`config.mk`:
```
export PLATFORM = sky130hd
export DESIGN_NAME = async_mem_seq
export DESIGN_NICKNAME = d
export VERILOG_FILES = /design/src/rtl/amseq_pkg.sv /design/src/rtl/amseq_cfg_sel.sv /design/src/rtl/amseq_fsm.sv /design/src/rtl/amseq_pins.sv /design/src/rtl/async_mem_seq.sv
export SDC_FILE = /design/constraint.sdc
export NUM_CORES = 1
export LEC_CHECK = 0
export BUFFER_PORTS_ARGS = -buffer_cell sky130_fd_sc_hd__clkbuf_2
export CAP_MARGIN = 25
export CORE_MARGIN = 1.5
export CORE_UTILIZATION = 47
export DETAILED_ROUTE_END_ITERATION = 10
export PLACE_DENSITY_LB_ADDON = 0.08
export SLEW_MARGIN = 20
export SYNTH_ARGS = -nofsm -noshare
export SYNTH_HDL_FRONTEND = slang
export SYNTH_HIERARCHICAL = 1
export SYNTH_SLANG_ARGS = --single-unit
```
`constraint.sdc`:
```
create_clock -name clk -period 2.8 [get_ports clk]
set_input_delay 0.14 -clock clk [delete_from_list [all_inputs] [get_ports clk]]
set_output_delay 0.14 -clock clk [all_outputs]
set_load 0.05 [all_outputs]
```
`src/rtl/amseq_pkg.sv`:
```
package amseq_pkg;

    typedef enum logic [2:0] {
        ST_IDLE   = 3'd0,
        ST_SETUP  = 3'd1,
        ST_STROBE = 3'd2,
        ST_HOLD   = 3'd3,
        ST_TURN   = 3'd4
    } phase_e;

    // Zero-extend a narrow device byte onto the 16-bit internal lane
    function automatic logic [15:0] lane_fmt(input logic wide, input logic [15:0] v);
        return wide ? v : {8'h00, v[7:0]};
    endfunction

endpackage

```
`src/rtl/amseq_cfg_sel.sv`:
```
module amseq_cfg_sel #(
    parameter int NCS      = 4,
    parameter int CS_W     = 2,
    parameter int SETUP_W  = 4,
    parameter int STROBE_W = 6,
    parameter int HOLD_W   = 3,
    parameter int TURN_W   = 2
) (
    input  logic [CS_W-1:0]          sel,
    input  logic                     write,
    input  logic [NCS-1:0]           cfg_ss,
    input  logic [NCS-1:0]           cfg_wide,
    input  logic [NCS*SETUP_W-1:0]   cfg_rd_setup,
    input  logic [NCS*STROBE_W-1:0]  cfg_rd_strobe,
    input  logic [NCS*HOLD_W-1:0]    cfg_rd_hold,
    input  logic [NCS*SETUP_W-1:0]   cfg_wr_setup,
    input  logic [NCS*STROBE_W-1:0]  cfg_wr_strobe,
    input  logic [NCS*HOLD_W-1:0]    cfg_wr_hold,
    input  logic [NCS*TURN_W-1:0]    cfg_turn,
    output logic [SETUP_W-1:0]       setup_len,
    output logic [STROBE_W-1:0]      strobe_len,
    output logic [HOLD_W-1:0]        hold_len,
    output logic [TURN_W-1:0]        turn_len,
    output logic                     ss_mode,
    output logic                     wide
);

    logic [SETUP_W-1:0]  rs_a [NCS];
    logic [STROBE_W-1:0] rt_a [NCS];
    logic [HOLD_W-1:0]   rh_a [NCS];
    logic [SETUP_W-1:0]  ws_a [NCS];
    logic [STROBE_W-1:0] wt_a [NCS];
    logic [HOLD_W-1:0]   wh_a [NCS];
    logic [TURN_W-1:0]   ta_a [NCS];

    for (genvar g = 0; g < NCS; g++) begin : g_unpack
        assign rs_a[g] = cfg_rd_setup [g*SETUP_W  +: SETUP_W];
        assign rt_a[g] = cfg_rd_strobe[g*STROBE_W +: STROBE_W];
        assign rh_a[g] = cfg_rd_hold  [g*HOLD_W   +: HOLD_W];
        assign ws_a[g] = cfg_wr_setup [g*SETUP_W  +: SETUP_W];
        assign wt_a[g] = cfg_wr_strobe[g*STROBE_W +: STROBE_W];
        assign wh_a[g] = cfg_wr_hold  [g*HOLD_W   +: HOLD_W];
        assign ta_a[g] = cfg_turn     [g*TURN_W   +: TURN_W];
    end

    always_comb begin
        setup_len  = write ? ws_a[sel] : rs_a[sel];
        strobe_len = write ? wt_a[sel] : rt_a[sel];
        hold_len   = write ? wh_a[sel] : rh_a[sel];
        turn_len   = ta_a[sel];
        ss_mode    = cfg_ss[sel];
        wide       = cfg_wide[sel];
    end

endmodule

```
`src/rtl/amseq_fsm.sv`:
```
module amseq_fsm
    import amseq_pkg::*;
#(
    parameter int SETUP_W  = 4,
    parameter int STROBE_W = 6,
    parameter int HOLD_W   = 3,
    parameter int TURN_W   = 2
) (
    input  logic                 clk,
    input  logic                 rst_n,
    input  logic                 start,
    input  logic [SETUP_W-1:0]   setup_len,
    input  logic [STROBE_W-1:0]  strobe_len,
    input  logic [HOLD_W-1:0]    hold_len,
    input  logic [TURN_W-1:0]    turn_len,
    output phase_e               phase,
    output logic                 last
);

    localparam int MAX_SH = (SETUP_W > HOLD_W) ? SETUP_W : HOLD_W;
    localparam int MAX_TT = (STROBE_W > TURN_W) ? STROBE_W : TURN_W;
    localparam int CNT_W  = (MAX_SH > MAX_TT) ? MAX_SH : MAX_TT;

    phase_e             state, nxt_state;
    logic [CNT_W-1:0]   cnt, nxt_cnt;
    logic               cnt_zero;

    assign cnt_zero = (cnt == '0);

    always_comb begin
        nxt_state = state;
        nxt_cnt   = cnt;
        unique case (state)
            ST_IDLE: begin
                if (start) begin
                    nxt_state = ST_SETUP;
                    nxt_cnt   = CNT_W'(setup_len);
                end
            end
            ST_SETUP: begin
                if (cnt_zero) begin
                    nxt_state = ST_STROBE;
                    nxt_cnt   = CNT_W'(strobe_len);
                end else begin
                    nxt_cnt = cnt - 1'b1;
                end
            end
            ST_STROBE: begin
                if (cnt_zero) begin
                    nxt_state = ST_HOLD;
                    nxt_cnt   = CNT_W'(hold_len);
                end else begin
                    nxt_cnt = cnt - 1'b1;
                end
            end
            ST_HOLD: begin
                if (cnt_zero) begin
                    nxt_state = ST_TURN;
                    nxt_cnt   = CNT_W'(turn_len);
                end else begin
                    nxt_cnt = cnt - 1'b1;
                end
            end
            ST_TURN: begin
                if (cnt_zero) begin
                    nxt_state = ST_IDLE;
                    nxt_cnt   = '0;
                end else begin
                    nxt_cnt = cnt - 1'b1;
                end
            end
            default: begin
                nxt_state = ST_IDLE;
                nxt_cnt   = '0;
            end
        endcase
    end

    always_ff @(posedge clk or negedge rst_n) begin
        if (!rst_n) begin
            state <= ST_IDLE;
            cnt   <= '0;
        end else begin
            state <= nxt_state;
            cnt   <= nxt_cnt;
        end
    end

    assign phase = state;
    assign last  = cnt_zero;

endmodule

```
`src/rtl/amseq_pins.sv`:
```
module amseq_pins
    import amseq_pkg::*;
#(
    parameter int NCS    = 4,
    parameter int CS_W   = 2,
    parameter int ADDR_W = 24
) (
    input  logic                clk,
    input  logic                rst_n,
    input  phase_e              phase,
    input  logic                last,
    input  logic [CS_W-1:0]     l_cs,
    input  logic                l_wr,
    input  logic                l_ss,
    input  logic                l_wide,
    input  logic [ADDR_W-1:0]   l_addr,
    input  logic [15:0]         l_wdata,
    input  logic [15:0]         mem_din,
    output logic [NCS-1:0]      mem_cs_n,
    output logic                mem_oe_n,
    output logic                mem_we_n,
    output logic                mem_rw,
    output logic [ADDR_W-3:0]   mem_a,
    output logic [1:0]          mem_ba,
    output logic [15:0]         mem_dout,
    output logic                mem_doe,
    output logic [15:0]         rd_data,
    output logic                done,
    output logic                ready
);

    logic in_access;
    logic in_strobe;
    logic cs_on;
    logic capture;

    always_comb begin
        in_access = (phase == ST_SETUP) || (phase == ST_STROBE) || (phase == ST_HOLD);
        in_strobe = (phase == ST_STROBE);
        cs_on     = l_ss ? in_strobe : in_access;
        mem_oe_n  = !(in_strobe && !l_wr);
        mem_we_n  = !(in_strobe && l_wr);
        mem_rw    = !(in_access && l_wr);
        mem_doe   = in_access && l_wr;
        mem_dout  = lane_fmt(l_wide, l_wdata);
        mem_a     = l_addr[ADDR_W-1:2];
        mem_ba    = l_wide ? {l_addr[1], 1'b0} : l_addr[1:0];
        done      = (phase == ST_TURN) && last;
        ready     = (phase == ST_IDLE);
        capture   = in_strobe && last && !l_wr;
    end

    for (genvar g = 0; g < NCS; g++) begin : g_cs
        assign mem_cs_n[g] = !(cs_on && (l_cs == CS_W'(g)));
    end

    always_ff @(posedge clk or negedge rst_n) begin
        if (!rst_n) begin
            rd_data <= '0;
        end else if (capture) begin
            rd_data <= lane_fmt(l_wide, mem_din);
        end
    end

endmodule

```
`src/rtl/async_mem_seq.sv`:
```
module async_mem_seq
    import amseq_pkg::*;
#(
    parameter int NCS      = 4,
    parameter int ADDR_W   = 24,
    parameter int SETUP_W  = 4,
    parameter int STROBE_W = 6,
    parameter int HOLD_W   = 3,
    parameter int TURN_W   = 2,
    localparam int CS_W    = (NCS > 1) ? $clog2(NCS) : 1
) (
    input  logic                     clk,
    input  logic                     rst_n,
    input  logic                     req_valid,
    input  logic                     req_write,
    input  logic [CS_W-1:0]          req_cs,
    input  logic [ADDR_W-1:0]        req_addr,
    input  logic [15:0]              req_wdata,
    output logic                     req_ready,
    input  logic [NCS-1:0]           cfg_ss,
    input  logic [NCS-1:0]           cfg_wide,
    input  logic [NCS*SETUP_W-1:0]   cfg_rd_setup,
    input  logic [NCS*STROBE_W-1:0]  cfg_rd_strobe,
    input  logic [NCS*HOLD_W-1:0]    cfg_rd_hold,
    input  logic [NCS*SETUP_W-1:0]   cfg_wr_setup,
    input  logic [NCS*STROBE_W-1:0]  cfg_wr_strobe,
    input  logic [NCS*HOLD_W-1:0]    cfg_wr_hold,
    input  logic [NCS*TURN_W-1:0]    cfg_turn,
    output logic [NCS-1:0]           mem_cs_n,
    output logic                     mem_oe_n,
    output logic                     mem_we_n,
    output logic                     mem_rw,
    output logic [ADDR_W-3:0]        mem_a,
    output logic [1:0]               mem_ba,
    output logic [15:0]              mem_dout,
    output logic                     mem_doe,
    input  logic [15:0]              mem_din,
    output logic [15:0]              rd_data,
    output logic                     done
);

    logic [SETUP_W-1:0]  sel_setup;
    logic [STROBE_W-1:0] sel_strobe;
    logic [HOLD_W-1:0]   sel_hold;
    logic [TURN_W-1:0]   sel_turn;
    logic                sel_ss, sel_wide;

    logic [CS_W-1:0]     l_cs;
    logic                l_wr, l_ss, l_wide;
    logic [ADDR_W-1:0]   l_addr;
    logic [15:0]         l_wdata;
    logic [STROBE_W-1:0] l_strobe;
    logic [HOLD_W-1:0]   l_hold;
    logic [TURN_W-1:0]   l_turn;

    phase_e phase;
    logic   last;
    logic   start;

    amseq_cfg_sel #(
        .NCS(NCS), .CS_W(CS_W), .SETUP_W(SETUP_W),
        .STROBE_W(STROBE_W), .HOLD_W(HOLD_W), .TURN_W(TURN_W)
    ) u_cfg (
        .sel(req_cs), .write(req_write),
        .cfg_ss(cfg_ss), .cfg_wide(cfg_wide),
        .cfg_rd_setup(cfg_rd_setup), .cfg_rd_strobe(cfg_rd_strobe), .cfg_rd_hold(cfg_rd_hold),
        .cfg_wr_setup(cfg_wr_setup), .cfg_wr_strobe(cfg_wr_strobe), .cfg_wr_hold(cfg_wr_hold),
        .cfg_turn(cfg_turn),
        .setup_len(sel_setup), .strobe_len(sel_strobe), .hold_len(sel_hold),
        .turn_len(sel_turn), .ss_mode(sel_ss), .wide(sel_wide)
    );

    assign start = req_valid && req_ready;

    // Capture the whole access description at acceptance
    always_ff @(posedge clk or negedge rst_n) begin
        if (!rst_n) begin
            l_cs     <= '0;
            l_wr     <= 1'b0;
            l_ss     <= 1'b0;
            l_wide   <= 1'b0;
            l_addr   <= '0;
            l_wdata  <= '0;
            l_strobe <= '0;
            l_hold   <= '0;
            l_turn   <= '0;
        end else if (start) begin
            l_cs     <= req_cs;
            l_wr     <= req_write;
            l_ss     <= sel_ss;
            l_wide   <= sel_wide;
            l_addr   <= req_addr;
            l_wdata  <= req_wdata;
            l_strobe <= sel_strobe;
            l_hold   <= sel_hold;
            l_turn   <= sel_turn;
        end
    end

    amseq_fsm #(
        .SETUP_W(SETUP_W), .STROBE_W(STROBE_W), .HOLD_W(HOLD_W), .TURN_W(TURN_W)
    ) u_fsm (
        .clk(clk), .rst_n(rst_n), .start(start),
        .setup_len(sel_setup), .strobe_len(l_strobe),
        .hold_len(l_hold), .turn_len(l_turn),
        .phase(phase), .last(last)
    );

    amseq_pins #(
        .NCS(NCS), .CS_W(CS_W), .ADDR_W(ADDR_W)
    ) u_pins (
        .clk(clk), .rst_n(rst_n), .phase(phase), .last(last),
        .l_cs(l_cs), .l_wr(l_wr), .l_ss(l_ss), .l_wide(l_wide),
        .l_addr(l_addr), .l_wdata(l_wdata), .mem_din(mem_din),
        .mem_cs_n(mem_cs_n), .mem_oe_n(mem_oe_n), .mem_we_n(mem_we_n),
        .mem_rw(mem_rw), .mem_a(mem_a), .mem_ba(mem_ba),
        .mem_dout(mem_dout), .mem_doe(mem_doe), .rd_data(rd_data),
        .done(done), .ready(req_ready)
    );

endmodule

```
==> results.md <==
Clocking:
- Clock tree synthesis selected as its root buffer the cell clkbuf_8.
- The clock insertion delay at the later pin of the skew report is between 0.3 and 0.4 ns.
- The count of H-tree levels built during CTS is 3.
- TritonCTS built the clock tree.
- TritonCTS created 9 clock buffers.
- The buffer depth of the longest clock path is 2.
- The clock sink count is 81.
- The clock transition time at the flip-flop clock pins of the worst setup and hold paths is 0.09 ns.
- The number of cells upsized or downsized after cts is 0.

GRT:
- The initial antenna violation count is 0.
- The first global-routing pass estimated 18.3 mm of wire.
- The total routing resource utilization after global routing is just over 20%.
- The final global-route overflow total is 0.
- The via count of the first global-routing pass was around 3800.
- Entering global routing, the biggest net connects about 80 pins.

Finish:
- The share of layout cells above drive strength 1 is between 60% and 70%.
- Cells fill around three fifths of the core in the end.
- The count of antenna diodes in the layout is 0.
- The count of cells in the finished layout, fillers not included, comes to 726.
- The final net count is 770.
- From synthesis to final layout, the design area changed by 26.8%.
- The layout has 836 filler cells.

Floorplan:
- From left edge to right edge, the die measures around 110 um.
- In this run the vertical extent of the chip is approximately 110 um.
- The count of pins on the block boundary is ~250.
- The floorplan step defined a die boundary enclosing approximately 0.011 sq mm.
- Once the floorplan was initialized, standard cells occupied between 40% and 50% of the core.
- The total area inside the core boundary comes to 0.0103 sq mm.
- The count of standard-cell rows is 37.

Synth:
- The share of flip-flops with an asynchronous set or reset after synthesis is 100%.
- Yosys mapped the design onto 52 distinct sky130hd cell types.
- Synthesis produced a netlist with a net count of approximately 550.
- The sequential element share of the synthesized area is roughly two fifths.
- The mean instance size in the synthesized netlist is around 14 sq um.
- The synthesized flop and latch total is between 80 and 90.
- Yosys mapped a number of flops with a built-in enable equal to 0.
- In the synthesized netlist, the number of instances is 369.
- The number of warnings issued by yosys is 6.
- After synthesis the cells add up to ~0.005 sq mm.
- The dominant synthesized flop cell is dfrtp_1.

Setup path:
- The startpoint of the worst-slack reg-to-reg timing path is u_fsm/cnt[0]$_DFFE_PN0P_.
- The type of origin of the critical path is a flop.
- At the worst endpoint, the required time is 3.04 ns.
- Traced cell by cell, the critical path runs through inv_1 -> ha_1 -> nor3b_2 -> nand2_1 -> inv_2 -> or4b_4 -> mux2_4.
- The startpoint-to-endpoint class of the critical path is reg -> reg.
- The worst setup path startpoint is u_fsm/cnt[0]$_DFFE_PN0P_.
- Along the worst path, the maximum fanout reaches 16.
- STA puts the critical path data arrival time at roughly 2.7 ns.
- For this run, the slowest stage of the critical path takes 0.64 ns.
- STA classifies the critical path endpoint as a flop.
- The register-to-register path setup slack is 0.34 ns.
- The cell at the slowest stage of the critical path is or4b_4.

Place:
- Buffers placed on the I/O ports in this run total roughly 250.
- The number of placed instances, taps included, is between 700 and 800.
- The wire-length estimate of the detail-placed layout is 8.99 mm.
- Routability-driven placement finished with a final weighted congestion of 0.937.

Detailed routing:
- The total detailed-routing wirelength is approximately 12 mm.
- The number of DRC markers in iteration 0 is 162.
- The count of nets left with antenna violations after detail routing is 0.
- In the final routed layout, each cell accounts on average for between 15 and 20 um.
- Across all layers, the routed design uses 3757 vias.
- The number of search-and-repair iterations in the first detailed-routing pass is 4.
- The per-cell via count in the routed design is approximately 5.2.
- In the routed design, unresolved DRC markers number 0.

STA:
- Adding up every negative setup slack in the final design gives 0 ns.
- Setup violations remaining at the end of the flow were counted as 0.
- The worst path uses 87.9% of the clock period.
- On the final layout, the worst hold slack is approximately 0.016 ns.
- Setup repair after global routing left no endpoint under its margin.
- The worst-case headroom to the max-slew limit is roughly half.
- For this run, the top clock speed supported by timing is just over 400 MHz.
- The max-slew violation total from the final report came to 0.
- The slew at the pin closest to its max-slew limit is about 0.73 ns.
- The hold violation total from the final report is 0.
- The clock arrives with approximately 0.011 ns of skew.
- The minimum clock period after layout is about 2.5 ns.

Power and ir drop:
- In this run the static leakage power is 3.34 nW.
- Dividing total power by cell area gives a power density of about 1000 mW/mm^2.
- Across the VDD grid, the largest voltage drop is 0.667 mV.

Status:
- The flow ran to the end, and the final reports show no timing, DRC or antenna violations.

Hold path:
- In this run the worst hold path is classified as in -> reg.
- The worst hold path begins at mem_din[15].

Flow run:
- The number of max-cap violations is 0.
critical path: cells and delay by family (launching register included):
kind | cells | cell delay [ns]
AND/OR/NAND/NOR | 3 | 1.12
multiplexers | 1 | 0.35
adder cells (fa/ha/maj) | 1 | 0.21
buffers and inverters | 2 | 0.25
flip-flops | 1 | 0.43
kinds of logic (layout without fill, tap and decap cells):
family / after synthesis / in the layout / synth area share (%)
muxes: 120 / 120 / 37.9
AOI/OAI and AO/OA: 29 / 29 / 3.99
DFF: 81 / 81 / 40.4
and+or+nand+nor: 65 / 65 / 7.46
buffers and inverters: 70 / 291 / 9.40
adders and majority gates: 2 / 2 / 0.499
xor gates and xnor gates: 2 / 2 / 0.349
Yosys cell counts, types with 9 or more instances:
cell type / n / area, sq um
and2_1: 10 / 62.6
buf_4: 31 / 233
buf_6: 9 / 101
dfrtp_1: 81 / 2030
inv_1: 15 / 56.3
mux2_2: 46 / 518
mux2_4: 31 / 465
mux2i_1: 13 / 130
mux4_1: 30 / 788
nand2_1: 14 / 52.6
nor2_1: 13 / 48.8
area by class of cell:
class                      instances  area, sq um  share of cell area (%)
timing repair buffer             260         1360                    21.3
clock buffer                       9          124                    1.95
clock inverter                     6         92.6                    1.46
tap                              136          170                    2.67
multi-input combinational        218         2530                    39.8
sequential                        81         2030                    31.9
inverter                          16         60.1                   0.944
where the power goes:
group / switching (W) / internal (W) / leakage (nW)
sequential: 0.000358 / 0.00169 / 0.978
clock: 0.000421 / 0.000502 / 0.102
combinational: 0.00223 / 0.00127 / 2.26
total: 0.00301 / 0.00346 / 3.34
layout by cell type (no fill, tap or decap), types with 2 or more instances in the layout:
master | synthesis | layout
clkbuf_8 | 0 | 9
nor2_1 | 13 | 13
mux2_2 | 46 | 46
and2_1 | 10 | 10
o21ai_0 | 5 | 5
buf_4 | 31 | 6
mux2i_1 | 13 | 13
or3b_2 | 2 | 2
mux4_1 | 30 | 30
ha_1 | 2 | 2
nand2_1 | 14 | 13
clkinvlp_4 | 0 | 2
dfrtp_1 | 81 | 81
dlygate4sd3_1 | 0 | 7
o22ai_1 | 3 | 3
bufinv_16 | 0 | 2
a211oi_1 | 2 | 2
nand3_1 | 3 | 3
and3_1 | 2 | 2
o2bb2ai_1 | 3 | 3
mux2_4 | 31 | 31
a21oi_1 | 5 | 5
inv_1 | 15 | 15
nand4_1 | 2 | 2
nor2b_1 | 3 | 3
clkbuf_2 | 1 | 246
o211ai_1 | 3 | 3
nand2b_1 | 2 | 2
layer usage:
layer	GRT usage (%)	up-vias	share of wire, %
met3	3.31	23	5.9
met5	0	-	0
met4	9.56	0	3.2
met1	24.2	1789	40
li1	-	1781	-
met2	36.8	164	51
repair_timing:
| action | CTS | global route |
|---|---|---|
| endpoints found under the hold margin | 15 | 1 |
| buffers inserted | 0 | 0 |
| hold buffers | 6 | 1 |
flip-flops by register name (all words and copies together) (netlist names), 2 cells and up:
name,flops
l_strobe,6
l_turn,2
l_hold,3
l_wdata,16
l_cs,2
l_addr,24
u_fsm/cnt,6
u_pins/rd_data,16
u_fsm/phase,3
stage by stage:
stage	power [W]	setup slack (ns)	area, sq um
after floorplan	0.00510	0.135	5020
after global placement	0.00550	0.466	6070
after detailed placement	0.00557	0.362	6070
after CTS	0.00652	0.361	6350
after global routing	0.00684	0.222	6360
final	0.00647	0.340	6360
final timing paths:
| check | to | cells past startpoint |
|---|---|---|
| setup / recovery | u_pins/rd_data[7]$_DFFE_PN0P_ | 7 |
| hold / removal | u_pins/rd_data[15]$_DFFE_PN0P_ | 3 |
| setup reg to reg | u_pins/rd_data[7]$_DFFE_PN0P_ | 7 |
| hold reg to reg | l_addr[0]$_DFFE_PN0P_ | 1 |
| max in group asynchronous | l_strobe[3]$_DFFE_PN0P_ | 2 |
| min in group asynchronous | u_pins/rd_data[15]$_DFFE_PN0P_ | 2 |
(Power assumes the default switching activity.)
